==> config.mk <==
export PLATFORM = sky130hd
export DESIGN_NAME = tps_sequencer
export DESIGN_NICKNAME = d
export VERILOG_FILES = /design/src/rtl/tps_pkg.sv /design/src/rtl/tps_prescaler.sv /design/src/rtl/tps_phase_ctr.sv /design/src/rtl/tps_pattern.sv /design/src/rtl/tps_sequencer.sv
export SDC_FILE = /design/constraint.sdc
export NUM_CORES = 1
export LEC_CHECK = 0
export ABC_AREA = 1
export BUFFER_PORTS_ARGS = -buffer_cell sky130_fd_sc_hd__buf_4
export CAP_MARGIN = 15
export CORE_UTILIZATION = 46
export DETAILED_ROUTE_END_ITERATION = 8
export PLACE_DENSITY = 0.73
export SLEW_MARGIN = 20
export SYNTH_ARGS = -nofsm -noshare
export SYNTH_HDL_FRONTEND = slang
export SYNTH_HIERARCHICAL = 1
export SYNTH_SLANG_ARGS = --single-unit
==> constraint.sdc <==
create_clock -name clk_i -period 4.04 [get_ports clk_i]
set_input_delay 0.808 -clock clk_i [delete_from_list [all_inputs] [get_ports clk_i]]
set_output_delay 0.808 -clock clk_i [all_outputs]
set_load 0.1 [all_outputs]
==> src/rtl/tps_pkg.sv <==
package tps_pkg;
  function automatic int unsigned ctr_width(int unsigned n);
    return (n > 1) ? $clog2(n) : 1;
  endfunction
endpackage

==> src/rtl/tps_prescaler.sv <==
module tps_prescaler #(
  parameter int unsigned CLK_DIV = 4
) (
  input  logic clk_i,
  input  logic rst_ni,
  output logic step_o
);
  localparam int unsigned CW = tps_pkg::ctr_width(CLK_DIV);
  localparam logic [CW-1:0] LAST = CW'(CLK_DIV - 1);

  logic [CW-1:0] cnt_q;

  assign step_o = (cnt_q == LAST);

  always_ff @(posedge clk_i or negedge rst_ni) begin
    if (!rst_ni)     cnt_q <= '0;
    else if (step_o) cnt_q <= '0;
    else             cnt_q <= cnt_q + 1'b1;
  end

  p_cnt_range_r2: assert property (@(posedge clk_i) disable iff (!rst_ni)
    cnt_q <= LAST);
endmodule

==> src/rtl/tps_phase_ctr.sv <==
module tps_phase_ctr #(
  parameter int unsigned PAT_W = 3,
  localparam int unsigned PH_W = tps_pkg::ctr_width(PAT_W)
) (
  input  logic            clk_i,
  input  logic            rst_ni,
  input  logic            step_i,
  output logic [PH_W-1:0] phase_o,
  output logic            wrap_o
);
  localparam logic [PH_W-1:0] LAST = PH_W'(PAT_W - 1);

  logic [PH_W-1:0] phase_q;
  logic            wrap_q;

  always_ff @(posedge clk_i or negedge rst_ni) begin
    if (!rst_ni) begin
      phase_q <= '0;
      wrap_q  <= 1'b0;
    end else begin
      wrap_q <= step_i && (phase_q == LAST);
      if (step_i) phase_q <= (phase_q == LAST) ? '0 : phase_q + 1'b1;
    end
  end

  assign phase_o = phase_q;
  assign wrap_o  = wrap_q;

  p_phase_range_r3: assert property (@(posedge clk_i) disable iff (!rst_ni)
    phase_q <= LAST);
  p_phase_hold_r2: assert property (@(posedge clk_i) disable iff (!rst_ni)
    !step_i |=> $stable(phase_q));
  p_phase_wrap_r3: assert property (@(posedge clk_i) disable iff (!rst_ni)
    (step_i && phase_q == LAST) |=> phase_q == '0);
endmodule

==> src/rtl/tps_pattern.sv <==
module tps_pattern #(
  parameter int unsigned PAT_W = 3,
  localparam int unsigned PH_W = tps_pkg::ctr_width(PAT_W)
) (
  input  logic             clk_i,
  input  logic             rst_ni,
  input  logic             step_i,
  input  logic             sel_inv_i,
  input  logic [PH_W-1:0]  phase_i,
  output logic [PAT_W-1:0] pattern_o
);
  logic inv_q;

  // set selection is taken up only where a new phase begins
  always_ff @(posedge clk_i or negedge rst_ni) begin
    if (!rst_ni)     inv_q <= 1'b0;
    else if (step_i) inv_q <= sel_inv_i;
  end

  for (genvar k = 0; k < PAT_W; k++) begin : g_bit
    assign pattern_o[k] = (phase_i == PH_W'(k)) ^ inv_q;
  end

  p_inv_hold_r6: assert property (@(posedge clk_i) disable iff (!rst_ni)
    !step_i |=> $stable(inv_q));
endmodule

==> src/rtl/tps_sequencer.sv <==
module tps_sequencer #(
  parameter int unsigned CLK_DIV = 1111111,
  parameter int unsigned PAT_W   = 3,
  localparam int unsigned PH_W   = tps_pkg::ctr_width(PAT_W)
) (
  input  logic             clk_i,
  input  logic             rst_ni,
  input  logic             sel_inv_i,
  output logic [PAT_W-1:0] pattern_o,
  output logic [PH_W-1:0]  phase_o,
  output logic             cycle_done_o
);
  logic step;

  tps_prescaler #(.CLK_DIV(CLK_DIV)) u_div (
    .clk_i(clk_i), .rst_ni(rst_ni), .step_o(step)
  );

  tps_phase_ctr #(.PAT_W(PAT_W)) u_phase (
    .clk_i(clk_i), .rst_ni(rst_ni), .step_i(step),
    .phase_o(phase_o), .wrap_o(cycle_done_o)
  );

  tps_pattern #(.PAT_W(PAT_W)) u_pat (
    .clk_i(clk_i), .rst_ni(rst_ni), .step_i(step), .sel_inv_i(sel_inv_i),
    .phase_i(phase_o), .pattern_o(pattern_o)
  );

  p_pattern_shape_r4: assert property (@(posedge clk_i) disable iff (!rst_ni)
    $countones(pattern_o) == 1 || $countones(pattern_o) == PAT_W - 1);
  p_done_in_phase0_r7: assert property (@(posedge clk_i) disable iff (!rst_ni)
    cycle_done_o |-> phase_o == '0);
  p_done_single_r7: assert property (@(posedge clk_i) disable iff (!rst_ni)
    cycle_done_o |=> !cycle_done_o);
endmodule

# [Word level (Yosys, flattened, before mapping)]
# Cells that the tools add are included.
[op_classes] add_sub_neg=2 eq_ne=3 mux=2 bitwise=3 reduce_logical=2
[op_table] op="21-bit by 1-bit adder with 21-bit output, second input constant" count=1
[op_table] op="21-bit equality test, second input constant" count=1
[op_table] op="21-bit two-way mux" count=1
[op_table] op="1-bit bitwise XOR" count=3
[op_table] op="2-bit by 1-bit adder with 2-bit output, second input constant" count=1
[op_table] op="2-bit by 1-bit equality test with 1-bit output, second input constant" count=1
[op_table] op="2-bit equality test, second input constant" count=1
[op_table] op="2-bit zero test" count=1
[op_table] op="2-bit two-way mux" count=1
[op_table] op="1-bit logical AND" count=1
[totals] register_bits=25 out_inout_bits=6

# [Longest topological paths before layout]
# Gate-level depths: netlist of the first run.
[logic_depth] word_depth=2 mapped_depth=11 depth_no_buf=11

# [By module]
# The synthesis of the first run kept the hierarchy.
[by_module_without_submodules] mod="tps_prescaler" instances=1 cells_each=171 area_per_inst_um2=1260.0
[by_module_without_submodules] mod="tps_phase_ctr" instances=1 cells_each=14 area_per_inst_um2=117.6
[by_module_without_submodules] mod="tps_pattern" instances=1 cells_each=17 area_per_inst_um2=91.3

# [Least setup slack after synthesis of the first run]
# OpenSTA, ideal clock, no wires.
[synth_path] path_kind="flip-flop to output port" from="reg u_phase.phase_q[0], in the netlist u_phase/phase_o[0]" to="out pattern_o[2]" arrival_ns=1.965 required_ns=3.232 setup_slack_ns=1.267 stages_incl_launch_ff=5 n_path_buf=0 cell_sequence="dfrtp_1 > inv_1 > nand2_1 > nand2_1 > nand2_1"
[synth_via] elab_chain_len=2
[synth_rtl] item="start: declaration" line="tps_phase_ctr.sv:13" rtl="logic [PH_W-1:0] phase_q;"
[synth_rtl] item="start signal: assignment" line="tps_phase_ctr.sv:22" rtl="if (step_i) phase_q <= (phase_q == LAST) ? '0 : phase_q + 1'b1;"
[synth_rtl] item="2-bit equality test" line="tps_pattern.sv:21" rtl="assign pattern_o[k] = (phase_i == PH_W'(k)) ^ inv_q;"
[synth_rtl] item="1-bit bitwise XOR" line="tps_pattern.sv:21"
[synth_rtl] item="end: declaration" line="tps_sequencer.sv:9" rtl="output logic [PAT_W-1:0] pattern_o,"
# No other way between the ends.

# [Worst setup path after layout of the first run]
[layout_path] from="reg u_phase.phase_q[1], in the netlist u_phase/phase_o[1]" to="out pattern_o[1]"
[layout_via] elab_chain_len=2
[layout_rtl] item="2-bit by 1-bit equality test with 1-bit output" line="tps_pattern.sv:21"
[layout_rtl] item="1-bit bitwise XOR" line="tps_pattern.sv:21"
# No other way between the ends.

==> flow_summary.yaml, run 1 <==
global_routing:
  grt_max_degree: 26
  grt_use_total: 0.1790
  grt_pass1_vias: 1049
  antenna_found_initial: 0
  overflow: 0
  grt_first_pass_wirelength_mm: 4.602
power:
  p_sw_frac: 0.2073
  p_leak_nw: 0.7791
  p_switching_mw: 0.07586
  max-vdd-ir-drop_mv: 0.1463
  combPwrFrac: 0.017
  power.internal_mw: 0.2901
  powerDensity_nw_per_um2: 228.3
  clockPowerShare: 0.300
  power_frac_seq: 0.684
timing:
  worst_slack_ns: 1.861
  worstMarginPinSlew_ns: 0.3199
  setup_tns_ns: 0
  hold_viol_final: 0
  clock.fmax_mhz: 459.0
  fin_crit_sh: 0.5393
  final-setup-viol-count: 0
  skew_ns: 0.001071
  report.final.slew_viol_count: 0
  maxSlewHeadroom: 0.7867
  rsz0062_at_grt: "false"
  min_period_ns: 2.179
layout:
  nets: 219
  fillers: 305
  antenna_cells: 0
  area_delta_synth_final_pct: 9.114
  multiInputGateArea_um2: 738.2
  final_common_cell: "nand2_1"
  layout.area.seq_um2: 625.6
  drive_gt1_frac: 0.1268
  final_cell_mix: "52 x nand2_1, 44 x nor2_1, 25 x dfrtp_1, 24 x inv_1, 16 x nand3_1"
worst_setup_path:
  rr_startpoint: "u_div/cnt_q[0]$_DFF_PN0_"
  cp.required_ns: 3.23
  path_buf_inv: 2
  reg2reg_to: "u_phase/phase_o[1]$_DFFE_PN0P_"
  crit_fanout: 9
  critPathMaxStageDelay_ns: 0.50
  crit_arrival_ns: 1.37
  rrSetupSlack_ns: 2.29
  start_kind: "register"
  crit_slowest_cell: "dfrtp_1"
  crit_type: "reg2out"
  r2r_cells: 11
  crit_top_cell: "nand2_1"
  critPathTopFamily: "flip-flops"
  end_kind: "output port"
  cp_cell_sequence: "inv_1 > nand2_1 > nand2_1 > nand2_1 > buf_4"
outcome:
  status: "complete, no violations"
logic_synthesis:
  syn_nets: 207
  synth.cell_area_um2: 1469
  yosys_warnings: 6
  synth_mux_area_frac: 0
  ys_ff_latch: 25
  syn-instance-count: 202
  synth-simple-area-share: 0.3867
  ys_seq_area_frac: 0.4259
  synthAdderAreaFrac: 0.01704
  synth_top_family_by_area: "simple AND/OR/NAND/NOR gates"
  synth_cell_types: 21
  syn_avg_cell_area_um2: 7.272
  synth_xor_area_frac: 0.07751
  synth-compound-area-share: 0.02129
place:
  portBuffers: 8
  place_worst_setup_slack_ns: 2.220
  dpl.hpwl_mm: 2.106
  gp_congestion: 0.8076
die:
  die_h_um: 58.51
  placementRows: 20
  die_area_um2: 3423
  start_util: 0.4811
  pin_count: 9
  core_area_um2: 3053
  die_w_um: 58.51
clocking:
  clock_path_buffers: 2
  cts_max_level: 1
  cts.sinks: 25
  cts_resized: 0
  root_buffer: "clkbuf_4"
  post-cts-setup-buffers: 0
  clk_pin_slew_ns: 0.13
  cts_hold_buf: 0
  numCtsBuffers: 3
  cts_tree: "done"
  insertion_delay_ns: 0.31
routing:
  wl_mm: 2.673
  first_iter_violations: 51
  viasPerCell: 4.619
  vias: 1187
  dr.pass1.iters: 4
  drc_errors: 0
  wl_per_cell_um: 10.40
  antenna_left: 0
run:
  drv_cap: 0
hold_path:
  min_path_type: "in2async"
==> through the flow <==
stage,instance area [um^2],std cells,hold slack (ns),utilization,power [mW]
after floorplan,1469,202,0.4754,-,0.2551
after global placement,1577,253,0.5056,0.5164,0.2616
after detailed placement,1577,253,0.5083,0.5164,0.2616
after CTS,1603,257,0.3705,0.5250,0.3741
after global routing,1603,257,0.3890,0.5250,0.3779
final,1603,257,0.3721,0.5250,0.3659
==> cell usage after synthesis <==
cell type / number / share of area
a21oi_1: 1 / 0.0034
buf_4: 1 / 0.0051
dfrtp_1: 25 / 0.43
ha_1: 2 / 0.017
inv_1: 24 / 0.061
inv_2: 2 / 0.0051
nand2_1: 52 / 0.13
nand2_2: 3 / 0.013
nand3_1: 16 / 0.055
nand3_2: 3 / 0.020
nand3b_1: 1 / 0.0051
nand4_1: 2 / 0.0085
nor2_1: 44 / 0.11
nor2_2: 6 / 0.026
nor2_4: 1 / 0.0077
nor3_1: 2 / 0.0068
o21ai_0: 1 / 0.0034
o21ai_1: 2 / 0.0068
o21bai_2: 1 / 0.0077
xnor2_1: 2 / 0.012
xor2_1: 11 / 0.066
==> layout make-up <==
type	instances	share of cell area
Timing Repair Buffer	8	0.03747
Sequential cell	25	0.3903
Tap cell	44	0.03435
Inverter	26	0.06089
Multi-Input combinational cell	150	0.4606
Clock buffer	4	0.01639
==> how the worst max path moves through the flow <==
stage,startpoint,end,slack (ns),cells past startpoint
global placement,u_phase/phase_o[0]$_DFFE_PN0P_,pattern_o[2],2.24,5
floorplan,u_phase/phase_o[0]$_DFFE_PN0P_,pattern_o[2],1.27,4
CTS,u_phase/phase_o[1]$_DFFE_PN0P_,pattern_o[1],1.85,5
finish,u_phase/phase_o[1]$_DFFE_PN0P_,pattern_o[1],1.86,5
detailed placement,u_phase/phase_o[1]$_DFFE_PN0P_,pattern_o[1],2.22,5
global route,u_phase/phase_o[1]$_DFFE_PN0P_,pattern_o[1],1.74,5
==> power groups by stage <==
stage                     sequential [mW]  clock (mW)  combinational, mW
after floorplan                     0.255           0          0.0000114
after global placement              0.255           0            0.00660
after detailed placement            0.255           0            0.00666
after CTS                           0.250       0.117            0.00665
after global routing                0.250       0.120            0.00746
final                               0.250       0.110            0.00607
==> per-layer routing <==
layer  share of wire  track usage
met4           0.014      0.07143
met3           0.024      0.01978
met1            0.51       0.2514
met5               0            0
met2            0.45       0.2841
==> cell families after synthesis <==
| family | count (synthesis) |
|---|---|
| AND/OR/NAND/NOR | 130 |
| buffers and inverters | 27 |
| adder cells (fa/ha/maj) | 2 |
| AO/OA/AOI/OAI | 5 |
| XOR/XNOR | 13 |
| flip-flops | 25 |
==> flip-flops by register name, summed over array words and instances (netlist names) <==
signal           flops
u_phase/wrap_o       1
u_phase/phase_o      2
u_div/cnt_q         21
u_pat/inv_q          1
Note: power is estimated with default switching activity, not from simulation.
==> inputs of run 2 (changes only) <==
- clock period: 4.04 -> 2.1 ns (I/O delays scaled with it)
==> run 2 against run 1 <==
Net effect:
- count of clock-buffer cells in the layout shrank 1
- clock skew grew 0.019 ns
- flip-flop and latch count is the same
- clock power grew 96%
- die area is the same
- combinational power grew 110%
- utilization grew 0.45 points
- register-to-register slack lost 1.9 ns
- routed wire length grew 5.5%
==> flow_summary.yaml, run 2 (synthesis results as in run 1) <==
outcome:
  status: "complete, no violations"
timing:
  min_period_ns: 1.745
  maxSlewHeadroom: 0.7928
  clock.fmax_mhz: 573.0
  rsz0062_at_grt: "false"
  setup_tns_ns: 0
  worst_slack_ns: 0.3548
  fin_crit_sh: 0.8311
  worstMarginPinSlew_ns: 0.3105
  final-setup-viol-count: 0
  report.final.slew_viol_count: 0
  hold_viol_final: 0
  skew_ns: 0.02042
worst_setup_path:
  crit_type: "reg2out"
  crit_slowest_cell: "dfrtp_2"
  cp_cell_sequence: "inv_1 > nand3_1 > nand2_1 > buf_4"
  critPathTopFamily: "flip-flops"
  crit_fanout: 9
  crit_arrival_ns: 1.33
  critPathMaxStageDelay_ns: 0.48
  start_kind: "register"
  rrSetupSlack_ns: 0.39
  reg2reg_to: "u_phase/phase_o[0]$_DFFE_PN0P_"
  rr_startpoint: "u_div/cnt_q[0]$_DFF_PN0_"
  r2r_cells: 11
  cp.required_ns: 1.68
  end_kind: "output port"
  path_buf_inv: 2
place:
  portBuffers: 8
  place_worst_setup_slack_ns: 0.3992
  gp_congestion: 0.8928
  dpl.hpwl_mm: 2.191
clocking:
  cts_resized: 0
  cts_max_level: 1
  cts_tree: "done"
  root_buffer: "clkbuf_4"
  post-cts-setup-buffers: 0
  numCtsBuffers: 3
  cts.sinks: 25
  clk_pin_slew_ns: 0.12
  insertion_delay_ns: 0.33
  clock_path_buffers: 2
die:
  die_w_um: 58.51
  core_area_um2: 3053
  die_h_um: 58.51
  start_util: 0.4811
  pin_count: 9
  die_area_um2: 3423
  placementRows: 20
layout:
  area_delta_synth_final_pct: 10.05
  layout.area.seq_um2: 628.1
  drive_gt1_frac: 0.1402
  largest_reg_flops: 21
  antenna_cells: 0
  final_common_cell: "nand2_1"
  multiInputGateArea_um2: 738.2
  final_cell_mix: "52 x nand2_1, 44 x nor2_1, 24 x inv_1, 23 x dfrtp_1, 16 x nand3_1"
  nets: 220
  fillers: 309
  largest-register: "u_div/cnt_q"
global_routing:
  overflow: 0
  grt_first_pass_wirelength_mm: 4.843
  grt_pass1_vias: 1133
  antenna_found_initial: 0
  grt_use_total: 0.1884
  grt_max_degree: 26
power:
  p_sw_frac: 0.2168
  max-vdd-ir-drop_mv: 0.3432
  p_leak_nw: 0.7826
  power_frac_seq: 0.678
  power.internal_mw: 0.5564
  clockPowerShare: 0.304
  combPwrFrac: 0.018
  p_switching_mw: 0.1540
  powerDensity_nw_per_um2: 439.5
hold_path:
  min_path_cells: 3
  min_path_type: "in2reg"
  holdPathEnd: "u_pat/inv_q$_DFFE_PN0P_"
  min-delay-start: "sel_inv_i"
routing:
  wl_per_cell_um: 10.93
  wl_mm: 2.821
  drc_errors: 0
  dr.pass1.iters: 4
  vias: 1264
  first_iter_violations: 64
  antenna_left: 0
  viasPerCell: 4.899
run:
  drv_cap: 0
-- run 2: timing repair --
item	in CTS	in global routing
setup endpoints to repair	0	0
hold buffers	1	0
endpoints found under the hold margin	25	0
-- run 2: how the worst max path moves through the flow --
stage / slack, ns / end / cells past startpoint / start
floorplan: 0.06 / pattern_o[2] / 4 / u_phase/phase_o[0]$_DFFE_PN0P_
global placement: 0.47 / u_phase/phase_o[0]$_DFFE_PN0P_ / 11 / u_div/cnt_q[0]$_DFF_PN0_
detailed placement: 0.40 / u_phase/phase_o[0]$_DFFE_PN0P_ / 11 / u_div/cnt_q[0]$_DFF_PN0_
CTS: 0.33 / pattern_o[2] / 4 / u_phase/phase_o[0]$_DFFE_PN0P_
global route: 0.23 / pattern_o[2] / 4 / u_phase/phase_o[0]$_DFFE_PN0P_
finish: 0.35 / pattern_o[0] / 4 / u_phase/phase_o[1]$_DFFE_PN0P_
-- run 2: layout make-up --
class,instances,area share
flip-flops and latches,25,0.3885
inverters,26,0.06037
repair buffers,9,0.04334
clock inverters,1,0.003096
well taps,44,0.03406
clock buffers,3,0.01393
multi-input cells,150,0.4567
-- run 2: metrics by stage --
step	hold WS [ns]	instances	util	area, um^2	total power [mW]
after floorplan	0.1244	202	-	1471	0.4907
after global placement	0.3414	253	0.5172	1579	0.5030
after detailed placement	0.3394	253	0.5172	1579	0.5028
after CTS	0.3091	258	0.5295	1617	0.7174
after global routing	0.3239	258	0.5295	1617	0.7487
final	0.3209	258	0.5295	1617	0.7104
-- run 2: layer usage --
layer	track usage	wire length (um)
met2	0.2808	1237
met5	0	0
met1	0.2641	1364
met3	0.03077	178
met4	0.09864	40
-- run 2: worst register-to-register path: stages (launching register included) --
cell and delay, ns:
dfrtp_1 0.44, inv_1 0.10, ha_1 0.16, nand2_1 0.05, inv_1 0.05, nand2_1 0.04, nor2_1 0.12, nand3_2 0.13
inv_1 0.27, inv_1 0.10, nand2_1 0.07, nand2_1 0.06
-- run 2: power by group through the flow --
| stage | clock [mW] | combinational [mW] | sequential, mW |
|---|---|---|---|
| 2_1_floorplan | 0 | 0.0000215 | 0.491 |
| 3_3_place_gp | 0 | 0.0125 | 0.490 |
| 3_5_place_dp | 0 | 0.0123 | 0.490 |
| 4_1_cts | 0.222 | 0.0138 | 0.481 |
| 5_1_grt | 0.252 | 0.0149 | 0.482 |
| 6_report | 0.216 | 0.0127 | 0.481 |
==> inputs of run 3 (changes only) <==
- PLACE_DENSITY: 0.73 -> 0.76
- clock period: 2.1 -> 1.5 ns (I/O delays scaled with it)
==> run 3 against run 2 <==
Net effect:
- the flow now finishes with violations (setup timing)
- clock power up 42%
- global-route usage barely moved
- utilization increased by 8.4 points
- final cell count is 6.2% higher
- sequential power up 40%
- critical path depth stayed put
- critical path type unchanged
==> flow_summary.yaml, run 3 (synthesis results as in run 1) <==
clocking:
  cts.sinks: 25
  root_buffer: "clkbuf_4"
  clk_pin_slew_ns: 0.14
  clock_path_buffers: 2
  insertion_delay_ns: 0.32
  cts_tree: "done"
  cts_max_level: 1
  numCtsBuffers: 3
worst_setup_path:
  crit_type: "reg2out"
  end_kind: "output port"
  rrSetupSlack_ns: 0.11
  r2r_cells: 11
  reg2reg_to: "u_pat/inv_q$_DFFE_PN0P_"
  crit_arrival_ns: 1.31
  critPathCapture: "pattern_o[0]"
  start_kind: "register"
  cp.required_ns: 1.20
  crit_fanout: 6
  rr_startpoint: "u_div/cnt_q[0]$_DFF_PN0_"
  startpoint: "u_phase/phase_o[1]$_DFFE_PN0P_"
routing:
  dr_wl_met3_um: 74
  viasPerCell: 4.704
  dr.pass1.iters: 4
  wl_per_cell_um: 10.95
  drc_errors: 0
  antenna_left: 0
  wl_mm: 2.999
  route.met2.wl_mm: 1.470
  first_iter_violations: 35
  wl_met1_mm: 1.421
  top_layer: "met4"
  vias: 1289
die:
  pin_count: 9
  core_area_um2: 3053
  die_w_um: 58.51
  placementRows: 20
  start_util: 0.4811
  die_area_um2: 3423
  die_h_um: 58.51
outcome:
  violations: "setup timing"
  status: "finished with violations"
place:
  portBuffers: 8
  dpl.hpwl_mm: 2.156
  post_dp_cell_area_um2: 1662
  placed_cells: 261
  gp_congestion: 0.8771
layout:
  largest_reg_flops: 21
  largest-register: "u_div/cnt_q"
  final_cell_mix: "44 x nand2_1, 44 x nor2_1, 22 x dfrtp_1, 20 x inv_1, 19 x buf_4"
  antenna_cells: 0
  drive_gt1_frac: 0.2696
  nets: 236
  area_delta_synth_final_pct: 27.43
  fin_area_um2: 1872
  final_cells: 274
  utilization: 0.6131
timing:
  report.final.slew_viol_count: 0
  whs_ns: 0.1830
  skew_ns: 0.007507
  clock.fmax_mhz: 619.2
  min_period_ns: 1.615
  hold_viol_final: 0
  final-setup-viol-count: 4
  rsz0062_at_grt: "true"
  worstMarginPinSlew_ns: 0.3082
  worst_slack_ns: -0.1150
  fin_crit_sh: 1.077
  maxSlewHeadroom: 0.7946
power:
  powerDensity_nw_per_um2: 533.9
  p_leak_nw: 0.8825
  max-vdd-ir-drop_mv: 0.3361
  power_mw: 0.9993
global_routing:
  grt_pass1_vias: 1154
  grt_use_total: 0.1883
  antenna_found_initial: 0
  grt_first_pass_wirelength_mm: 4.933
  overflow: 0
  grt_max_degree: 26
hold_path:
  min_path_type: "in2reg"
run:
  drv_cap: 0
run 3: final cells by class:
class	instances	area, um^2
inverter	26	105.1
sequential	25	634.4
fill	280	1181
timing repair buffer	25	244.0
clock buffer	4	26.28
multi-input combinational	150	807.0
tap	44	55.05
run 3: routing by layer:
layer,global-route usage,vias to the layer above
met5,0,-
met2,0.3153,19
met1,0.2545,588
met4,0.06122,0
li1,-,680
met3,0.02198,2
run 3: what timing repair did:
action,4_1_cts,5_1_grt
buffers inserted,5,3
hold endpoints to repair,25,0
pin swaps,0,3
cloned,0,0
endpoints found under the setup margin,8,18
hold buffers,1,0
gates resized for setup,22,12
run 3: power breakdown:
part	internal (mW)	total, mW	leakage [nW]	switching (mW)
logic	0.00519	0.0184	0.542	0.0132
registers	0.674	0.674	0.325	0
clock network	0.104	0.307	0.0150	0.203
total	0.783	0.999	0.883	0.216
run 3: worst min-delay path by stage:
stage | startpoint | endpoint | slack [ns] | cells past startpoint
after floorplan | rst_ni | u_div/cnt_q[0]$_DFF_PN0_ | 0.004 | 0
after global placement | rst_ni | u_div/cnt_q[7]$_DFF_PN0_ | 0.22 | 1
after detailed placement | rst_ni | u_div/cnt_q[7]$_DFF_PN0_ | 0.22 | 1
after CTS | sel_inv_i | u_pat/inv_q$_DFFE_PN0P_ | 0.17 | 3
after global routing | sel_inv_i | u_pat/inv_q$_DFFE_PN0P_ | 0.19 | 3
final | sel_inv_i | u_pat/inv_q$_DFFE_PN0P_ | 0.18 | 3
run 3: metrics by stage:
step | setup TNS [ns] | worst slack (ns)
finish | -0.3516 | -0.1150
detailed placement | -0.005087 | -0.005087
CTS | -0.2956 | -0.09959
global route | -0.5483 | -0.1604
floorplan | -0.05143 | -0.04694
global placement | 0 | 0.05195
run 3: critical path, stage by stage (launching register included):
cell and delay (ns):
dfrtp_4 0.56, inv_4 0.09, nand3_2 0.09, nand2_4 0.08, buf_12 0.17
